[src/rtl/keyed_wdog_pkg.sv]
package keyed_wdog_pkg;
    localparam int KEY_W = 3;

    typedef enum logic [1:0] {
        WD_IDLE  = 2'd0,
        WD_ARMED = 2'd1,
        WD_ALERT = 2'd2,
        WD_FIRE  = 2'd3
    } wd_state_e;
endpackage

[src/rtl/keyed_wdog_cnt.sv]
module keyed_wdog_cnt #(
    parameter int W = 8
) (
    input  logic         clk,
    input  logic         rst_n,
    input  logic         load,
    input  logic [W-1:0] load_val,
    input  logic         dec,
    output logic         zero
);
    logic [W-1:0] cnt_q;

    always_ff @(posedge clk or negedge rst_n) begin
        if (!rst_n)
            cnt_q <= '0;
        else if (load)
            cnt_q <= load_val;
        else if (dec && cnt_q != '0)
            cnt_q <= cnt_q - 1'b1;
    end

    assign zero = (cnt_q == '0);
endmodule

[src/rtl/keyed_wdog_key.sv]
module keyed_wdog_key
    import keyed_wdog_pkg::*;
(
    input  logic             clk,
    input  logic             rst_n,
    input  logic             ld,
    input  logic [KEY_W-1:0] din,
    output logic             inv_match
);
    logic [KEY_W-1:0] key_q;

    always_ff @(posedge clk or negedge rst_n) begin
        if (!rst_n)
            key_q <= '0;
        else if (ld)
            key_q <= din;
    end

    // a service is recognised only with the complement of the held key
    assign inv_match = (din == ~key_q);
endmodule

[src/rtl/keyed_wdog.sv]
module keyed_wdog
    import keyed_wdog_pkg::*;
#(
    parameter int ALARM_CYC = 10_000_000,
    parameter int GRACE_CYC = 330_000
) (
    input  logic             clk,
    input  logic             rst_n,
    input  logic             wr_en,
    input  logic             wr_arm,
    input  logic [KEY_W-1:0] wr_key,
    output logic             nmi_req,
    output logic             rst_req,
    output logic             running
);
    localparam int MAX_CYC = (ALARM_CYC > GRACE_CYC) ? ALARM_CYC : GRACE_CYC;
    localparam int CNT_W   = $clog2(MAX_CYC) + 1;
    localparam logic [CNT_W-1:0] ALARM_LD = CNT_W'(ALARM_CYC - 1);
    localparam logic [CNT_W-1:0] GRACE_LD = CNT_W'(GRACE_CYC - 1);

    wd_state_e        state_q, state_d;
    logic             cnt_load, cnt_dec, cnt_zero;
    logic [CNT_W-1:0] cnt_val;
    logic             key_ld, key_ok, live;

    assign live = (state_q == WD_ARMED) || (state_q == WD_ALERT);

    keyed_wdog_key u_key (
        .clk       (clk),
        .rst_n     (rst_n),
        .ld        (key_ld),
        .din       (wr_key),
        .inv_match (key_ok)
    );

    keyed_wdog_cnt #(.W(CNT_W)) u_cnt (
        .clk      (clk),
        .rst_n    (rst_n),
        .load     (cnt_load),
        .load_val (cnt_val),
        .dec      (cnt_dec),
        .zero     (cnt_zero)
    );

    // state register
    always_ff @(posedge clk or negedge rst_n) begin
        if (!rst_n)
            state_q <= WD_IDLE;
        else
            state_q <= state_d;
    end

    // next state, counter and key control
    always_comb begin
        state_d  = state_q;
        cnt_load = 1'b0;
        cnt_val  = ALARM_LD;
        cnt_dec  = 1'b0;
        key_ld   = 1'b0;
        unique case (state_q)
            WD_IDLE: begin
                if (wr_en && wr_arm) begin
                    state_d  = WD_ARMED;
                    cnt_load = 1'b1;
                    key_ld   = 1'b1;
                end
            end
            WD_ARMED, WD_ALERT: begin
                key_ld = wr_en;
                if (wr_en && key_ok) begin
                    if (wr_arm) begin
                        state_d  = WD_ARMED;
                        cnt_load = 1'b1;
                    end else begin
                        state_d = WD_IDLE;
                    end
                end else if (cnt_zero) begin
                    if (state_q == WD_ARMED) begin
                        state_d  = WD_ALERT;
                        cnt_load = 1'b1;
                        cnt_val  = GRACE_LD;
                    end else begin
                        state_d = WD_FIRE;
                    end
                end else begin
                    cnt_dec = 1'b1;
                end
            end
            WD_FIRE: state_d = WD_IDLE;
            default: state_d = WD_IDLE;
        endcase
    end

    // outputs
    always_comb begin
        nmi_req = (state_q == WD_ALERT);
        rst_req = (state_q == WD_FIRE);
        running = live;
    end
endmodule

[config.mk]
export PLATFORM = sky130hd
export DESIGN_NAME = keyed_wdog
export DESIGN_NICKNAME = d
export VERILOG_FILES = /design/src/rtl/keyed_wdog_pkg.sv /design/src/rtl/keyed_wdog_cnt.sv /design/src/rtl/keyed_wdog_key.sv /design/src/rtl/keyed_wdog.sv
export SDC_FILE = /design/constraint.sdc
export NUM_CORES = 1
export LEC_CHECK = 0
export BUFFER_PORTS_ARGS = -buffer_cell sky130_fd_sc_hd__buf_2
export CORE_MARGIN = 1
export CORE_UTILIZATION = 50
export DETAILED_ROUTE_END_ITERATION = 10
export PLACE_DENSITY = 0.67
export SLEW_MARGIN = 20
export SYNTH_ARGS = -nofsm -noshare
export SYNTH_HDL_FRONTEND = slang
export SYNTH_HIERARCHICAL = 1
export SYNTH_SLANG_ARGS = --single-unit
export TNS_END_PERCENT = 1
[constraint.sdc]
create_clock -name clk -period 8.2 [get_ports clk]
set_input_delay 1.64 -clock clk [delete_from_list [all_inputs] [get_ports clk]]
set_output_delay 1.64 -clock clk [all_outputs]
set_load 0.05 [all_outputs]
# Yosys cells after proc, flatten, opt, wreduce, memory -nomap -nowiden

Cells that the tools add are included.
W data, S select, Z words.

Output and inout port bits: 3
Input bits: 7
Register bits after elaboration: 30
Logic and storage cells: 43

Bitwise logic cells: 1
Reduce and logical (&&, ||, !) cells: 10
Add/sub/neg operators: 1
Equality and inequality tests: 6
Multiplexer cells: 22

Operators by type and width:

| operator                | number |
|---|---|
| $mux W24                | 4 |
| $mux W25                | 2 |
| $logic_not A25 Y1       | 1 |
| $reduce_bool A25 Y1     | 1 |
| $sub A25 B1 Y25 const B | 1 |
| $mux W1                 | 10 |
| $mux W2                 | 3 |
| $pmux W2 S3             | 1 |
| $eq A2 B2 Y1 const B    | 2 |
| $pmux W1 S2             | 2 |
| $eq A3 B3 Y1            | 1 |
| $logic_and A1 B1 Y1     | 3 |
| $ne A3 B3 Y1 const B    | 1 |
| $not A3 Y3              | 1 |
| $eq A2 B1 Y1 const B    | 1 |
| $logic_not A2 Y1        | 1 |
| $ne A2 B2 Y1 const B    | 1 |
| $reduce_and A2 Y1       | 1 |
| $reduce_bool A2 Y1      | 1 |
| $reduce_or A2 Y1        | 1 |
| $logic_or A1 B1 Y1      | 1 |

# Longest topological paths before layout

Depth after elaboration: 8
Mapped depth: 11
Depth with buffers taken out: 10

# Hierarchy

Netlist, hierarchy kept.

By module, submodules not included:

| module         | cells each | area an instance (µm²) | times used | sequential area each (µm²) |
|---|---|---|---|---|
| keyed_wdog_cnt | 162        | 1555.2                 | 1          | 625.6 |
| keyed_wdog     | 29         | 250.2                  | 1          | 50.0 |
| keyed_wdog_key | 10         | 145.1                  | 1          | 75.1 |

# Least setup slack after synthesis

No wires, ideal clock.

Kind: in2reg
Start: in wr_key[0]
End: reg u_cnt.cnt_q[18]
Path slack: 4.812 ns
Data arrival time: 3.264 ns
Data required time: 8.075 ns
Path buffers: 1
Setup time: 0.125 ns
Cell stages on the path: 8
Cells stage by stage: xnor2_1 > nor3_2 > a21bo_4 > or2_4 > a21oi_2 > inv_1 > clkbuf_1 > mux2_2

Elaborated cells on any way between the ends: 11
Classes of those cells: eq/ne (1); mux (7); reduce/logical (3)

RTL lines:

| item                                           | RTL line             | text |
|---|---|---|
| from (decl)                                    | keyed_wdog.sv:11     | `input logic [KEY_W-1:0] wr_key,` |
| $eq A3 B3 Y1 (*)                               | keyed_wdog_key.sv:20 | `assign inv_match = (din == ~key_q);` |
| named net key_ok                               | keyed_wdog.sv:24     | `logic key_ld, key_ok, live;` |
| $logic_and A1 B1 Y1 (*)                        | keyed_wdog.sv:70     | `if (wr_en && key_ok) begin` |
| $mux W1 (*)                                    | keyed_wdog.sv:70     |  |
| $pmux W1 S2 (*)                                | keyed_wdog.sv:60     | `unique case (state_q)` |
| named net cnt_load                             | keyed_wdog.sv:22     | `logic cnt_load, cnt_dec, cnt_zero;` |
| $mux W25 or $reduce_bool A2 Y1 (tied branches) | -                    |  |
| to (signal assigned)                           | keyed_wdog_cnt.sv:17 | `cnt_q <= load_val;` |
| to (signal assigned)                           | keyed_wdog_cnt.sv:19 | `cnt_q <= cnt_q - 1'b1;` |
| to (decl)                                      | keyed_wdog_cnt.sv:11 | `logic [W-1:0] cnt_q;` |

The timed path passes the listed nets; every way through them passes the cells marked *.
A chain may end at the register's enable or synchronous reset.

# Worst setup path after layout

Start: in wr_key[0]
End: reg u_cnt.cnt_q[6]

The elaborated chain is that of the path after synthesis.

==> impl_table.tex <==
\begin{tabular}{lr}
\hline
Metric & Value \\
\hline
\multicolumn{2}{l}{\textbf{Floorplanning}} \\
\quad Row count & 22 \\
\quad Total Die Area & approximately 4200 um2 \\
\quad Width of the chip & $\sim$64 um \\
\quad Initial cell density of the core & between 50\% and 60\% \\
\quad Vert. Die Dim & $\sim$64 um \\
\quad I/O pins & 10 \\
\quad CORE AREA & about 3700 um2 \\
\multicolumn{2}{l}{\textbf{Routing}} \\
\quad DRC violations left & 0 \\
\quad Vias per inst & $\sim$5.7 \\
\quad DRT iter0 DRCs & 73 \\
\quad Wire length reported by the detailed router & around 3900 um \\
\quad Number of iterations in the first detailed-routing pass & 4 \\
\quad Total vias in the final route & roughly 1,500 \\
\quad Number of nets still failing antenna checks after routing & 0 \\
\quad Average detailed-routed wire length per instance & 14.6 um \\
\multicolumn{2}{l}{\textbf{Layout}} \\
\quad Final std cells w/o fill & 268 \\
\quad Net count, final & between 200 and 250 \\
\quad Finished Core Util & approximately three fifths \\
\quad Fillcell total & approximately 330 \\
\quad Layout overhead on the synthesized area & 10.4\% \\
\quad Sequential cell area & approximately 750 um2 \\
\quad Multi-input gate area in the final layout & between 1000 and 1500 um2 \\
\quad Layout cells sized above 1 & between 20\% and 30\% \\
\quad Number of antenna repair diodes & 0 \\
\multicolumn{2}{l}{\textbf{Synthesis}} \\
\quad Most instantiated flip-flop cell in the synthesis netlist & dfrtp\_1 \\
\quad Seq cells post-synth & 30 \\
\quad Share of Yosys cell area claimed by the top area cell type & approximately two fifths \\
\quad Gate count after technology mapping & approximately 200 \\
\quad Post-synth EDFFs & 0 \\
\quad Number of library cell types mapped by synthesis & between 40 and 50 \\
\quad Sequential cell area fraction in the yosys report & 38.5\% \\
\quad Area contributors post-synth & dfrtp\_1, mux2\_2, xnor2\_1 \\
\quad Number of warnings reported in the yosys synthesis log & 6 \\
\quad Avg Cell Area, Syn & 9.70 um2 \\
\quad Largest area contributor in the netlist & dfrtp\_1 \\
\quad Total standard cell area after synthesis & a little under 2000 um2 \\
\quad Fraction of registers with async set or reset after synthesis & 100\% \\
\multicolumn{2}{l}{\textbf{Timing}} \\
\quad Final-report max-slew violation count & 0 \\
\quad Highest achievable clock rate & $\sim$270 MHz \\
\quad Transition time at the pin with the least slew margin & approximately 670 ps \\
\quad Hold violation count in the final report & 0 \\
\quad Setup repair after global routing missed its margin & false \\
\quad Final min period & approximately 3600 ps \\
\quad Minimum setup slack in the final design & 4560 ps \\
\quad Setup TNS & 0 ps \\
\quad Final worst path period share & around 44\% \\
\quad Headroom to the max-slew limit & 55.3\% \\
\quad Clock skew after layout & 1.89 ps \\
\quad Setup Viol. Count Final & 0 \\
\multicolumn{2}{l}{\textbf{Pwr}} \\
\quad Largest vdd supply drop & 0.160 mV \\
\quad Leakage power figure & approximately 0.86 nW \\
\quad Power per standard cell area & about 300 nW/um2 \\
\multicolumn{2}{l}{\textbf{Clocking}} \\
\quad Worst-skew pair later-pin latency & roughly 280 ps \\
\quad Buffer count from post-CTS setup fixing & 0 \\
\quad Clock tree sinks & 30 \\
\quad Inserted Clock Buffers & 5 \\
\quad Root buffer selected by CTS & clkbuf\_8 \\
\quad Clock transition at the register clock pins on the worst setup and hold paths after CTS & roughly 60 ps \\
\quad CTS hold repair buffers & 0 \\
\quad Number of instances resized during post-cts repair & 0 \\
\quad Clock tree from TritonCTS & done \\
\quad Number of levels the H-tree was split into & 2 \\
\quad Buffer levels on the longest clock path & 2 \\
\multicolumn{2}{l}{\textbf{Critical path}} \\
\quad Capturing point of the worst reg2reg path & u\_cnt/cnt\_q[6] \\
\quad Type of origin of the critical path & primary input \\
\quad Worst r2r path cells & 10 \\
\quad Family with the most delay on the worst path & compound AO/OA/AOI/OAI gates \\
\quad Required time at the worst-slack endpoint & between 8000 and 9000 ps \\
\quad Data arrival, critical path & $\sim$3800 ps \\
\quad R2r setup slk & 4620 ps \\
\quad Longest individual stage delay on the worst path & $\sim$330 ps \\
\quad Kind of critical path & in -> reg \\
\quad RR Startpoint & u\_cnt/cnt\_q[5] \\
\quad Master of the slowest instance on the critical path & or2\_4 \\
\quad Highest net fanout along the worst path & 31 \\
\quad Sequence of cells on the critical path & buf\_2, xnor2\_1, nor3\_2, a21bo\_4, or2\_4, a21oi\_2, buf\_4, inv\_1, o211a\_1, a221o\_1 \\
\quad Crit path buffers/inverters & 3 \\
\quad CP Capture Type & flip-flop \\
\multicolumn{2}{l}{\textbf{Global routing}} \\
\quad Largest net degree at the start of global routing & 32 \\
\quad GRT Resource Usage Total & between 20 and 25\% \\
\quad Residual overflow from global routing & 0 \\
\quad Global-route wire length before repair & around 6800 um \\
\quad Antenna violations before repair & 0 \\
\quad Vias in the first global route & roughly 1,500 \\
\multicolumn{2}{l}{\textbf{Min path}} \\
\quad Number of cells traversed by the worst hold path & 1 \\
\quad Hold\_sp & u\_key/key\_q[0] \\
\quad Hold Path Sink & u\_key/key\_q[0] \\
\quad Min-delay worst type & reg -> reg \\
\multicolumn{2}{l}{\textbf{Flow run}} \\
\quad Maximum capacitance violations & 0 \\
\multicolumn{2}{l}{\textbf{Placed design}} \\
\quad Final Wtd Congestion & 0.799 \\
\quad Minimum setup slack after placement & between 4000 and 5000 ps \\
\quad Port-buffer cells & 9 \\
\quad HPWL Detailed & between 2000 and 3000 um \\
\quad Placed Cells incl. Taps & 260 \\
\multicolumn{2}{l}{\textbf{Status}} \\
\quad Result of the run & finished, final reports clean \\
\hline
\end{tabular}
==> cell usage in the layout, fill, tap and decap left out, types with 2 or more instances in the layout <==
cell type	count
a21o_1	2
a21oi_1	7
a31oi_1	3
and2_1	2
and4_1	3
buf_2	9
clkbuf_8	6
conb_1	11
dfrtp_1	30
ha_1	6
inv_1	7
mux2_2	12
nand2_1	16
nand3_1	4
nand4_1	8
nor2_1	8
nor3_1	5
nor3_2	2
nor3b_1	2
nor4_1	2
nor4_2	3
o211ai_1	6
o21ai_0	3
o21ai_1	12
o31ai_1	3
or3_1	2
or4_1	3
xnor2_1	14
xor2_1	8
==> synthesized netlist by cell type (2+ instances only) <==
master and count:
conb_1 2, inv_1 7, nand4_1 8, xor2_1 8
o31ai_1 3, or4_1 3, or3_1 2, nor4_2 3
dfrtp_1 30, nor3b_1 2, buf_2 4, a31oi_1 3
nor3_2 2, a21oi_1 7, and4_1 3, o21ai_0 3
xnor2_1 14, o21ai_1 12, nor2_1 8, nand2_1 16
nand3_1 4, nor4_1 2, a21o_1 2, nor3_1 5
mux2_2 12, o211ai_1 6, ha_1 6, and2_1 2
clkbuf_1 4
==> worst max path at each step <==
stage	slack, ps	end	start	cells past startpoint
after floorplan	4810	u_cnt/cnt_q[18]	wr_key[0]	8
after global placement	4300	u_cnt/cnt_q[6]	wr_key[0]	10
after detailed placement	4240	u_cnt/cnt_q[6]	wr_key[0]	10
after CTS	4540	u_cnt/cnt_q[6]	wr_key[0]	10
after global routing	4410	u_cnt/cnt_q[6]	u_cnt/cnt_q[5]	10
final	4560	u_cnt/cnt_q[6]	wr_key[0]	10
==> stage by stage <==
step | area [um2] | total power [W] | hold WS, ps
finish | 2150 | 0.000630 | 534
global route | 2150 | 0.000676 | 548
CTS | 2150 | 0.000634 | 538
detailed placement | 2060 | 0.000507 | 524
global placement | 2060 | 0.000495 | 510
floorplan | 1980 | 0.000451 | 502
==> where the power goes <==
| group | internal, W | total, W | switching, W | leakage [nW] |
|---|---|---|---|---|
| Sequential | 0.000205 | 0.000265 | 0.0000605 | 0.354 |
| Clock | 0.0000675 | 0.000122 | 0.0000544 | 0.0482 |
| Combinational | 0.000116 | 0.000242 | 0.000126 | 0.462 |
| Total | 0.000389 | 0.000630 | 0.000241 | 0.864 |
==> logic make-up (layout without fill, tap and decap cells) <==
kind of cell	after synthesis	after routing	synth area share (%)
simple gates	69	69	21.8
compound gates	44	44	14.9
flops	30	30	38.5
xor+xnor	22	22	9.88
buf+inv	15	25	3.14
mux	13	13	7.50
fa+ha+maj	6	6	3.85
other cells	2	11	0.385
==> routing by layer <==
layer / vias to the layer above / wire length, um / GRT usage [%]
li1: 759 / - / -
met1: 733 / 1780 / 26.3
met2: 17 / 1940 / 35.9
met3: 6 / 121 / 5.99
met4: 0 / 76 / 11.4
met5: - / 0 / 0
==> sequential cells by signal (all words and copies together), names as in the netlist <==
signal and cells:
u_cnt/cnt_q 25, u_key/key_q 3, state_q 2
==> area by class of cell <==
class	instances	area share, %
Timing Repair Buffer	10	2.44
Multi-Input combinational cell	165	54.4
Tap cell	48	2.79
Inverter	7	1.22
Clock inverter	1	0.232
Clock buffer	7	4.01
Sequential cell	30	34.9
No activity file was read; power rests on OpenSTA's default activity.
